[config.mk]
export PLATFORM = sky130hd
export DESIGN_NAME = refresh_cmd_decoder
export DESIGN_NICKNAME = d
export VERILOG_FILES = /design/src/rtl/refresh_pkg.sv /design/src/rtl/refresh_ctrl.sv /design/src/rtl/refresh_row_dp.sv /design/src/rtl/refresh_cmd_decoder.sv
export SDC_FILE = /design/constraint.sdc
export NUM_CORES = 1
export LEC_CHECK = 0
export BUFFER_PORTS_ARGS = -buffer_cell sky130_fd_sc_hd__clkbuf_2
export CAP_MARGIN = 0
export CORE_UTILIZATION = 45
export CTS_CLUSTER_DIAMETER = 40
export CTS_CLUSTER_SIZE = 24
export DETAILED_ROUTE_END_ITERATION = 8
export PLACE_DENSITY = 0.67
export SYNTH_ARGS = -nofsm -noshare
export SYNTH_HDL_FRONTEND = slang
export SYNTH_SLANG_ARGS = --single-unit
[constraint.sdc]
create_clock -name clk -period 3.98 [get_ports clk]
set_input_delay 0.597 -clock clk [delete_from_list [all_inputs] [get_ports clk]]
set_output_delay 0.597 -clock clk [all_outputs]
set_load 0.01 [all_outputs]
[src/rtl/refresh_pkg.sv]
package refresh_pkg;
  localparam int ROW_W  = 12;
  localparam int RA_W   = 8;
  localparam int BANK_W = 3;
  localparam int OP_W   = 3;
  localparam int DLY_W  = 2;

  typedef enum logic [OP_W-1:0] {
    OP_NOP     = 3'b000,
    OP_RPRE    = 3'b001,
    OP_RACT    = 3'b010,
    OP_RACTINC = 3'b011,
    OP_LDLOW   = 3'b100,
    OP_LDMID   = 3'b101,
    OP_LDHIGH  = 3'b110,
    OP_RSVD    = 3'b111
  } rowOp_e;

  typedef enum logic [1:0] {
    K_NONE   = 2'd0,
    K_PRE    = 2'd1,
    K_ACT    = 2'd2,
    K_ACTINC = 2'd3
  } pendKind_e;

  typedef struct packed {
    pendKind_e         kind;
    logic [BANK_W-1:0] bank;
  } pendSlot_t;

  // strobes from control to the row datapath
  typedef struct packed {
    logic            loadLow;
    logic            loadMid;
    logic            incr;
    logic [RA_W-1:0] data;
  } rowStrb_t;
endpackage

[src/rtl/refresh_ctrl.sv]
module refresh_ctrl
  import refresh_pkg::*;
#(
  parameter int DLYW = DLY_W
) (
  input  logic              clk,
  input  logic              rstN,
  input  logic              pktValid,
  input  logic [OP_W-1:0]   opCode,
  input  logic [RA_W-1:0]   raField,
  output rowStrb_t          rowStrb,
  output logic              preFire,
  output logic              actFire,
  output logic [BANK_W-1:0] fireBank,
  output logic              collisionErr
);
  localparam int DEPTH = 1 << DLYW;

  pendSlot_t         pend    [DEPTH];
  pendSlot_t         shifted [DEPTH];
  pendSlot_t         newSlot;
  rowOp_e            op;
  logic              isRefresh;
  logic              clash;
  logic [DLYW-1:0]   dly;

  // slot i holds the command that fires i cycles from now
  for (genvar g = 0; g < DEPTH; g++) begin : g_shift
    if (g < DEPTH - 1) begin : g_mid
      assign shifted[g] = pend[g+1];
    end else begin : g_top
      assign shifted[g] = '0;
    end
  end

  always_comb begin
    op           = rowOp_e'(opCode);
    dly          = raField[RA_W-1 -: DLYW];
    newSlot.bank = raField[BANK_W-1:0];
    newSlot.kind = K_NONE;
    if (pktValid) begin
      case (op)
        OP_RPRE:    newSlot.kind = K_PRE;
        OP_RACT:    newSlot.kind = K_ACT;
        OP_RACTINC: newSlot.kind = K_ACTINC;
        default:    newSlot.kind = K_NONE;
      endcase
    end
    isRefresh = (newSlot.kind != K_NONE);
    clash     = isRefresh && (shifted[dly].kind != K_NONE);
  end

  always_ff @(posedge clk) begin
    if (!rstN) begin
      for (int i = 0; i < DEPTH; i++) pend[i] <= '0;
      collisionErr <= 1'b0;
    end else begin
      for (int i = 0; i < DEPTH; i++) pend[i] <= shifted[i];
      if (isRefresh && !clash) pend[dly] <= newSlot;
      collisionErr <= clash;
    end
  end

  always_comb begin
    preFire         = (pend[0].kind == K_PRE);
    actFire         = (pend[0].kind == K_ACT) || (pend[0].kind == K_ACTINC);
    fireBank        = pend[0].bank;
    rowStrb.loadLow = pktValid && (op == OP_LDLOW);
    rowStrb.loadMid = pktValid && (op == OP_LDMID);
    rowStrb.incr    = (pend[0].kind == K_ACTINC);
    rowStrb.data    = raField;
  end
endmodule

[src/rtl/refresh_row_dp.sv]
module refresh_row_dp
  import refresh_pkg::*;
#(
  parameter int RW = ROW_W,
  parameter int AW = RA_W
) (
  input  logic          clk,
  input  logic          rstN,
  input  rowStrb_t      strb,
  output logic [RW-1:0] rowQ
);
  localparam int LOW_W = AW;
  localparam int MID_W = RW - AW;

  logic [RW-1:0] merged;
  logic [RW-1:0] nextRow;

  // loads merge first, the increment then acts on the merged value
  always_comb begin
    merged = rowQ;
    if (strb.loadLow) merged[LOW_W-1:0]  = strb.data[LOW_W-1:0];
    if (strb.loadMid) merged[RW-1:LOW_W] = strb.data[MID_W-1:0];
    nextRow = strb.incr ? merged + RW'(1) : merged;
  end

  always_ff @(posedge clk) begin
    if (!rstN) rowQ <= '0;
    else       rowQ <= nextRow;
  end
endmodule

[src/rtl/refresh_cmd_decoder.sv]
module refresh_cmd_decoder
  import refresh_pkg::*;
(
  input  logic        clk,
  input  logic        rstN,
  input  logic        pktValid,
  input  logic [2:0]  opCode,
  input  logic [7:0]  raField,
  output logic        prePulse,
  output logic [2:0]  preBank,
  output logic        actPulse,
  output logic [2:0]  actBank,
  output logic [11:0] actRow,
  output logic        collisionErr
);
  rowStrb_t          rowStrb;
  logic              preFire;
  logic              actFire;
  logic [BANK_W-1:0] fireBank;
  logic [ROW_W-1:0]  rowQ;

  refresh_ctrl #(.DLYW(DLY_W)) u_ctrl (
    .clk          (clk),
    .rstN         (rstN),
    .pktValid     (pktValid),
    .opCode       (opCode),
    .raField      (raField),
    .rowStrb      (rowStrb),
    .preFire      (preFire),
    .actFire      (actFire),
    .fireBank     (fireBank),
    .collisionErr (collisionErr)
  );

  refresh_row_dp #(.RW(ROW_W), .AW(RA_W)) u_row (
    .clk  (clk),
    .rstN (rstN),
    .strb (rowStrb),
    .rowQ (rowQ)
  );

  assign prePulse = preFire;
  assign actPulse = actFire;
  assign preBank  = preFire ? fireBank : '0;
  assign actBank  = actFire ? fireBank : '0;
  assign actRow   = actFire ? rowQ : '0;
endmodule

## Word level (Yosys, flattened, before mapping)

Memories as Yosys holds them, arrays and structs flattened.
Cells that the tools add are included.

- $add $sub $neg: 1
- Order comparisons: 1
- Eq/ne operators: 8
- Multiplexer cells: 20
- Bitwise operators: 5
- Reduce and logical (&&, ||, !) cells: 8

Operators with widths:

| cell | count |
|---|---|
| 2-to-1 mux 5 bit | 6 |
| 2-to-1 mux 12 bit | 2 |
| adder 12 x 1 -> 12 bit (second input constant) | 1 |
| binary-select mux 5 bit (select 2 bit) | 1 |
| 2-to-1 mux 8 bit | 1 |
| == test 3 x 2 -> 1 bit (second input constant) | 2 |
| == test 3 bit (second input constant) | 2 |
| 2-to-1 mux 3 bit | 2 |
| case mux 2 bit (3 select lines) | 1 |
| 2-to-1 mux 1 bit | 5 |
| == test 2 bit (second input constant) | 2 |
| logical AND 1 bit | 4 |
| 2-to-1 mux 4 bit | 1 |
| OR 1 bit | 4 |
| nonzero test 2 bit | 2 |
| == test 3 x 1 -> 1 bit (second input constant) | 1 |
| >= comparator 3 bit (second input constant) | 1 |
| inverter 2 -> 3 bit | 1 |
| == test 2 x 1 -> 1 bit (second input constant) | 1 |
| 2-to-1 mux 2 bit | 1 |
| logical NOT 1 bit | 1 |
| logical OR 1 bit | 1 |

- Register bits after elaboration: 13
- Memory bits (writable): 20
- Output and inout port bits: 21
- Memories: 1

Memories:

| memory | words | width | read ports | clocked after Yosys merged registers in | write ports | line | text |
|---|---|---|---|---|---|---|---|
| u_ctrl.pend | 4 | 5 | 4 | 0 | 5 | refresh_ctrl.sv:19 | `pendSlot_t pend [DEPTH];` |

## Longest topological paths before layout

Gate-level depths: netlist (run 1).

- Depth after elaboration: 11
- Depth in mapped cells: 9
- Depth with buffers taken out: 8

## Modules after synthesis

A second synthesis (run 1) with hierarchy kept.

- Cells, all modules: 204
- Area total of the unflattened synthesis: 1821.7 um^2

By module, submodules not included:

| module | times used | cells an instance | area each (um^2) | sequential area each (um^2) |
|---|---|---|---|---|
| refresh_ctrl | 1 | 92 | 883.3 | 420.4 |
| refresh_row_dp | 1 | 93 | 800.8 | 240.2 |
| refresh_cmd_decoder | 1 | 19 | 137.6 | 0.0 |

## Worst setup path after synthesis (run 1)

No wires, ideal clock.

- Kind: input port to flip-flop
- Start: input opCode[0]
- End: register u_row.rowQ[10]
- Arrival: 1.973 ns
- Data required time: 3.902 ns
- Setup slack: 1.929 ns
- Cell stages on the path: 8
- Buffers on the path: 1
- Path through: nand4bb_4 > buf_6 > o21ai_0 > ha_1 > and3_1 > o211ai_2 > o21a_1 > nor3_1

- Cells in the longest elaborated chain, start to end: 5
- Elaborated cells between the ends (all ways): 8

RTL lines:

| element | line | text |
|---|---|---|
| start, declared | refresh_cmd_decoder.sv:7 | `input logic [2:0] opCode,` |
| == test 3 bit, on equally long branches | refresh_ctrl.sv:68, refresh_ctrl.sv:69 |  |
| logical AND 1 bit, on equally long branches | refresh_ctrl.sv:68, refresh_ctrl.sv:69 |  |
| 2-to-1 mux 8 bit / 2-to-1 mux 4 bit (equally long branches) | refresh_row_dp.sv:21, refresh_row_dp.sv:22 |  |
| adder 12 x 1 -> 12 bit | refresh_row_dp.sv:23 | `nextRow = strb.incr ? merged + RW'(1) : merged;` |
| 2-to-1 mux 12 bit * | refresh_row_dp.sv:23 |  |
| end signal, assigned | refresh_row_dp.sv:28 | `else rowQ <= nextRow;` |
| end, declared | refresh_row_dp.sv:10 | `output logic [RW-1:0] rowQ` |

Mark *: on every way between the ends. The rest lies on a longest branch, timed or not.
A chain may end at the register's enable or synchronous reset.

==> results by group, run 1 <==
Worst setup path
  • Slowest-stage cell, CP: dfxtp_1
  • CP max FO: 23
  • CP max stage delay: 0.75 ns
  • CP required: approximately 3.4 ns
  • Kind of critical path: reg -> out
  • WP data arrival: 1.55 ns
  • Worst setup EP type: primary output
  • Critical Path Start Type: flip-flop
  • Cells along the critical path: nor2b_1 > and2_1 > clkbuf_2

CTS
  • # clock sinks: 33
  • Post-CTS Setup Inserts: 0
  • Root buf cell: clkbuf_8
  • CTS tree: done
  • Reg clk slew, reported paths: approximately 0.070 ns
  • Inserted Clock Buffers: 5
  • Clk_lat worst skew: 0.29 ns
  • Hold buffer count at CTS: 0
  • Resize count post-CTS: 0
  • H-tree Lvls: 2
  • Clock Path Buffers: 2

Detailed routing
  • Routed vias/inst: 5.41
  • Drt first-iter violations: 90
  • Final wirelength: 3970 µm
  • Number of remaining DRC errors: 0
  • Via Count: ~1600
  • Drt wl/cell: 13.8 µm
  • Post-route antenna net violation count: 0
  • Initial DRT Pass Iterations: 4

Finish
  • Area growth, synth to finish: 17.0%
  • Fin nets: 254
  • Commonest cells after routing, fill and taps aside: clkbuf_2 (34), dfxtp_1 (33), nand2_1 (29)
  • Ant. Diodes: 0
  • Layout cells sized above 1: 0.238
  • Most common cell after layout, fill and taps aside: clkbuf_2

Timing
  • Fmax: between 400 and 500 MHz
  • Worst slew margin: 0.557
  • Final min period: 2.14 ns
  • Ratio of final minimum period to clock period: 0.539
  • RSZ-0062 raised after global routing: no
  • Setup TNS: 0 ns
  • Final setup violation count: 0
  • Final Skew: 0.00292 ns
  • Max-slew violations: 0
  • Final Hold Viols: 0
  • Worst-margin pin slew: 0.663 ns
  • Final WS setup: 1.84 ns

Place
  • Dpl ws: 1.59 ns
  • Final GP Congestion: between 0.8 and 0.9
  • Port-buffer cells: 34
  • Hpwl dp: 2880 µm

GRT
  • First-pass GRT wire length: roughly 6800 µm
  • Largest net degree at the start of global routing: 24
  • Total track usage: 0.217
  • Vias in the first global route: roughly 1400
  • Initial antenna violation count: 0
  • Total global routing overflow: 0

Pwr
  • Logic pwr share: 0.074
  • Sequential Power Share: 0.464
  • VDD IR max: between 0.15 and 0.2 mV
  • Clock Power Share: 0.462
  • Internal power: approximately 560 µW
  • Leak Pwr: 0.827 nW
  • Net Sw Frac: 0.237
  • Sw power: between 150 and 200 µW
  • PwrDens: approximately 350 nW/µm²

Run
  • Total of max-cap violations: 0

Synthesis
  • Ranking of synthesized cells by area: dfxtp_1 (37%), and2_1 (6.4%), nand2_1 (6.2%)
  • Synth warnings: 0
  • Yosys top cell by area: dfxtp_1
  • Synth Register Bits: 33
  • Syn avg cell area: 8.47 µm²
  • Cells after Synth: roughly 210
  • Seq/Total Area, Yosys: 0.373
  • Mapped Area: 1770 µm²
  • Yosys cell types: 40
  • Syn_nets: 224
  • Area share of the largest cell type after synthesis: 0.373

Floorplanning
  • Die area: ~4200 µm²
  • Die H: 64.7 µm
  • Die W: 64.7 µm
  • Core area: 3720 µm²
  • Rows: 22
  • Initial core utilization: 0.476
  • # IOs: 35

Outcome
  • Status: completed

Worst hold path
  • Worst min path class: reg -> reg
==> synth_stat cells, drive strengths merged <==
library cell and count:
ha 1, mux2i 7, a41oi 1, a31oi 2, nor3b 1, o21bai 2, nand4 2, inv 4
nor2 19, o211ai 2, nor2b 2, a32o 4, a211oi 2, mux2 1, buf 4, a21oi 7
clkbuf 8, nand2 29, nand3 8, nor4bb 1, and2 18, o21a 3, nor3 20, dfxtp 33
nand4bb 1, xor2 3, o21ai 11, xnor2 5, nand4b 1, nor4 3, and3 3, nand2b 1
==> state kept, by name (all words and copies together) (netlist names) <==
| name | cells |
|---|---|
| u_ctrl.collisionErr | 1 |
| u_row.rowQ | 12 |
| u_ctrl.pend | 20 |
==> kinds of logic after synthesis <==
| group | count (synthesis) | share of synthesized area |
|---|---|---|
| AND/OR/NAND/NOR | 109 | 0.351 |
| AO/OA/AOI/OAI | 34 | 0.139 |
| flip-flops | 33 | 0.373 |
| buffers and inverters | 16 | 0.0438 |
| XOR/XNOR | 8 | 0.0396 |
| multiplexers | 8 | 0.0460 |
| adder cells (fa/ha/maj) | 1 | 0.00707 |
==> metrics by stage <==
stage / utilization / hold slack [ns] / total power [mW] / area, µm² / instances
6_report: 0.557 / 0.448 / 0.729 / 2070 / 288
2_1_floorplan: - / 0.429 / 0.380 / 1770 / 209
3_5_place_dp: 0.525 / 0.444 / 0.400 / 1950 / 280
5_1_grt: 0.557 / 0.473 / 0.760 / 2070 / 288
3_3_place_gp: 0.525 / 0.435 / 0.399 / 1950 / 280
4_1_cts: 0.557 / 0.453 / 0.734 / 2070 / 288
==> worst max-delay path, delay by kind of cell (launching register included) <==
kind / cells / cell delay (ns)
AND/OR/NAND/NOR: 2 / 0.38
buffers and inverters: 1 / 0.12
flip-flops: 1 / 0.75
==> power by group through the flow <==
stage          combinational [mW]  sequential (mW)  clock, mW
2_1_floorplan              0.0353            0.345          0
3_3_place_gp               0.0533            0.346          0
3_5_place_dp               0.0541            0.346          0
4_1_cts                    0.0543            0.338      0.341
5_1_grt                    0.0602            0.339      0.361
6_report                   0.0542            0.338      0.337
==> path summary, 6_finish.rpt <==
kind	endpoint	slack [ns]	depth (start not counted)	from
hold / removal	u_ctrl.pend[0][2]$_DFF_P_	0.45	2	u_ctrl.pend[1][2]$_DFF_P_
setup reg to reg	u_row.rowQ[9]$_SDFF_PN0_	2.17	5	u_ctrl.pend[0][4]$_DFF_P_
hold reg to reg	u_ctrl.pend[0][2]$_DFF_P_	0.45	2	u_ctrl.pend[1][2]$_DFF_P_
setup / recovery	preBank[1]	1.84	3	u_ctrl.pend[0][4]$_DFF_P_
==> routing by layer <==
| metal | vias to the layer above | global-route usage | wire, µm |
|---|---|---|---|
| li1 | 785 | - | - |
| met1 | 725 | 0.262 | 1880 |
| met2 | 42 | 0.352 | 1840 |
| met3 | 6 | 0.0687 | 185 |
| met4 | 0 | 0.0889 | 65 |
| met5 | - | 0 | 0 |
==> final cells by class <==
| type | instances | area [µm²] |
|---|---|---|
| clock buffers | 6 | 82.6 |
| clock inverters | 2 | 37.5 |
| fillers | 359 | 1650 |
| inverters | 4 | 15.0 |
| multi-input cells | 160 | 1040 |
| flip-flops and latches | 33 | 661 |
| well taps | 48 | 60.1 |
| repair buffers | 35 | 178 |
Power figures use the tool's default switching activity.
==> run 2: changes to the inputs <==
--- a/config.mk
+++ b/config.mk
@@ -11,7 +11,7 @@
 export CTS_CLUSTER_DIAMETER = 40
 export CTS_CLUSTER_SIZE = 24
 export DETAILED_ROUTE_END_ITERATION = 8
-export PLACE_DENSITY = 0.67
+export PLACE_DENSITY = 0.7
 export SYNTH_ARGS = -nofsm -noshare
 export SYNTH_HDL_FRONTEND = slang
 export SYNTH_SLANG_ARGS = --single-unit
==> constraint.sdc (replaced) <==
create_clock -name clk -period 1.8 [get_ports clk]
set_input_delay 0.27 -clock clk [delete_from_list [all_inputs] [get_ports clk]]
set_output_delay 0.27 -clock clk [all_outputs]
set_load 0.01 [all_outputs]
==> run 2 against run 1 <==
Count of clock-buffer cells in the layout stayed put. Via count is 1.3% higher. Sequential share of layout area is 1.2 points lower. Routed wire length is 1.3% higher. First-iteration DRC count is 59% higher. Worst hold slack worse by 0.18 ns. Cell count is 3.8% higher. Critical path type unchanged. Critical endpoint unchanged.
==> results by group, run 2 (same netlist as run 1, synthesis figures left out) <==
Outcome
  • Status: completed (unchanged)

Worst setup path
  • WP data arrival: 1.28 ns (was 1.55 ns)
  • Critical Path Start Type: flip-flop (unchanged)
  • CP max FO: 7 (was 23)
  • R2R Setup Slk: 0.34 ns (was 2.17 ns)
  • Kind of critical path: reg -> out (unchanged)
  • Reg2reg start: u_row.rowQ[1]$_SDFF_PN0_ (was u_ctrl.pend[0][4]$_DFF_P_)
  • CP required: 1.53 ns (was 3.38 ns)
  • Worst R2R End: u_row.rowQ[10]$_SDFF_PN0_ (was u_row.rowQ[9]$_SDFF_PN0_)
  • R2R cell count: 7 (was 5)
  • Worst setup EP type: primary output (unchanged)

CTS
  • Inserted Clock Buffers: 5 (unchanged)
  • CTS tree: done (unchanged)
  • Post-CTS Setup Inserts: 0 (unchanged)
  • Reg clk slew, reported paths: 0.07 ns (about the same)
  • Clk_lat worst skew: 0.30 ns (was 0.29 ns)
  • Resize count post-CTS: 0 (unchanged)
  • Clock Path Buffers: 2 (unchanged)
  • Hold buffer count at CTS: 0 (unchanged)
  • # clock sinks: 33 (unchanged)
  • H-tree Lvls: 2 (unchanged)
  • Root buf cell: clkbuf_8 (unchanged)

Detailed routing
  • Number of remaining DRC errors: 0 (unchanged)
  • Initial DRT Pass Iterations: 4 (unchanged)
  • Drt wl/cell: 13.5 µm (was 13.8 µm)
  • Routed vias/inst: 5.28 (was 5.41)
  • Via Count: 1579 (was 1558)
  • Drt first-iter violations: 143 (was 90)
  • Final wirelength: 4020 µm (was 3970 µm)
  • Post-route antenna net violation count: 0 (unchanged)

Finish
  • Most common cell after layout, fill and taps aside: clkbuf_2 (unchanged)
  • Fin cells: 299 (was 288)
  • Area growth, synth to finish: 21.7% (was 17.0%)
  • Fillers: 328 (was 359)
  • Most flop-heavy register: u_ctrl.pend (unchanged)
  • Commonest cells after routing, fill and taps aside: clkbuf_2 (34), dfxtp_1 (33), nand2_1 (29) (unchanged)
  • Ant. Diodes: 0 (unchanged)
  • Fin nets: 265 (was 254)
  • Fin util: 0.579 (was 0.557)
  • Largest registers: u_ctrl.pend (20), u_row.rowQ (12), u_ctrl.collisionErr (1) (unchanged)
  • Layout cells sized above 1: 0.271 (was 0.238)
  • Max reg flops: 20 (unchanged)

Timing
  • Final Hold Viols: 0 (unchanged)
  • Final Skew: 0.00292 ns (about the same)
  • Final WS setup: 0.247 ns (was 1.84 ns)
  • Ratio of final minimum period to clock period: 0.863
  • Worst-margin pin slew: 0.449 ns (was 0.663 ns)
  • Final min period: 1.55 ns
  • Hold Slack: 0.268 ns (was 0.448 ns)
  • Max-slew violations: 0 (unchanged)
  • Final setup violation count: 0 (unchanged)
  • RSZ-0062 raised after global routing: no (unchanged)
  • Worst slew margin: 0.698 (was 0.557)
  • Fmax: 644 MHz

GRT
  • Largest net degree at the start of global routing: 18 (was 24)
  • Initial antenna violation count: 0 (unchanged)
  • First-pass GRT wire length: 7020 µm (was 6780 µm)
  • Vias in the first global route: 1462 (was 1448)
  • Total track usage: 0.223 (was 0.217)
  • Total global routing overflow: 0 (unchanged)

Place
  • Dpl ws: -0.00299 ns (was 1.59 ns)
  • Placed cells: 291 (was 280)
  • Final GP Congestion: 0.844 (was 0.856)
  • Hpwl dp: 2940 µm (was 2880 µm)
  • Port-buffer cells: 34 (unchanged)

Worst hold path
  • HP Start: raField[1] (was u_ctrl.pend[1][2]$_DFF_P_)
  • Hold path cells: 3 (was 2)
  • WHS Endpoint: u_ctrl.pend[1][1]$_DFF_P_ (was u_ctrl.pend[0][2]$_DFF_P_)
  • Worst min path class: in -> reg (was reg -> reg)

Floorplanning
  • Rows: 22 (unchanged)
  • Die W: 64.7 µm (unchanged)
  • # IOs: 35 (unchanged)
  • Core area: 3720 µm² (unchanged)
  • Initial core utilization: 0.476 (unchanged)
  • Die H: 64.7 µm (unchanged)
  • Die area: 4190 µm² (unchanged)

Pwr
  • Leak Pwr: 0.881 nW (was 0.827 nW)
  • PwrDens: 757 nW/µm² (was 352 nW/µm²)
  • Tot Pwr: 1.63 mW (was 729 µW)
  • VDD IR max: 0.329 mV (was 0.162 mV)

Run
  • Total of max-cap violations: 0 (unchanged)
[run 2: cell count changes in the layout (fill, tap and decap cells not counted), sizes merged]
cell  previous run  this run
buf              1        12
[run 2: where the power goes]
| group | switching (mW) | internal [mW] |
|---|---|---|
| Clock | 0.297 | 0.450 |
| Combinational | 0.0831 | 0.0512 |
| Sequential | 0.00777 | 0.740 |
| Total | 0.388 | 1.24 |
[run 2: worst max-delay path by stage]
stage                                         start                        end
after floorplan                           opCode[0]  u_row.rowQ[10]$_SDFF_PN0_
after global placement                    opCode[0]   u_row.rowQ[9]$_SDFF_PN0_
after detailed placement                  opCode[0]  u_row.rowQ[10]$_SDFF_PN0_
after CTS                 u_ctrl.pend[0][3]$_DFF_P_                 preBank[1]
after global routing                      opCode[0]  u_row.rowQ[10]$_SDFF_PN0_
final                     u_ctrl.pend[0][3]$_DFF_P_                 preBank[1]
[run 2: final cells by class]
class                      count  area [µm²]  area share
tap                           48        60.1      0.0279
clock inverter                 2        37.5      0.0174
sequential                    33         661       0.307
inverter                       4        15.0     0.00697
timing repair buffer          46         260       0.121
multi-input combinational    160        1040       0.482
clock buffer                   6        82.6      0.0383
[run 2: layer usage]
layer	vias up	wire (µm)	GRT usage
met5	-	0	0
met4	0	82	0.100
met3	12	156	0.0845
met2	36	1800	0.331
met1	727	1980	0.284
li1	804	-	-
[run 2: stage by stage]
stage / TNS, ns / cell area, µm²
floorplan: 0 / 1770
global placement: 0 / 2030
detailed placement: -0.00299 / 2030
CTS: 0 / 2150
global route: 0 / 2150
finish: 0 / 2150
[run 2: critical path, cell delays in order (launching register included)]
cell      delay (ns)
dfxtp_1         0.46
nor2b_1         0.25
and2_1          0.15
clkbuf_2        0.12
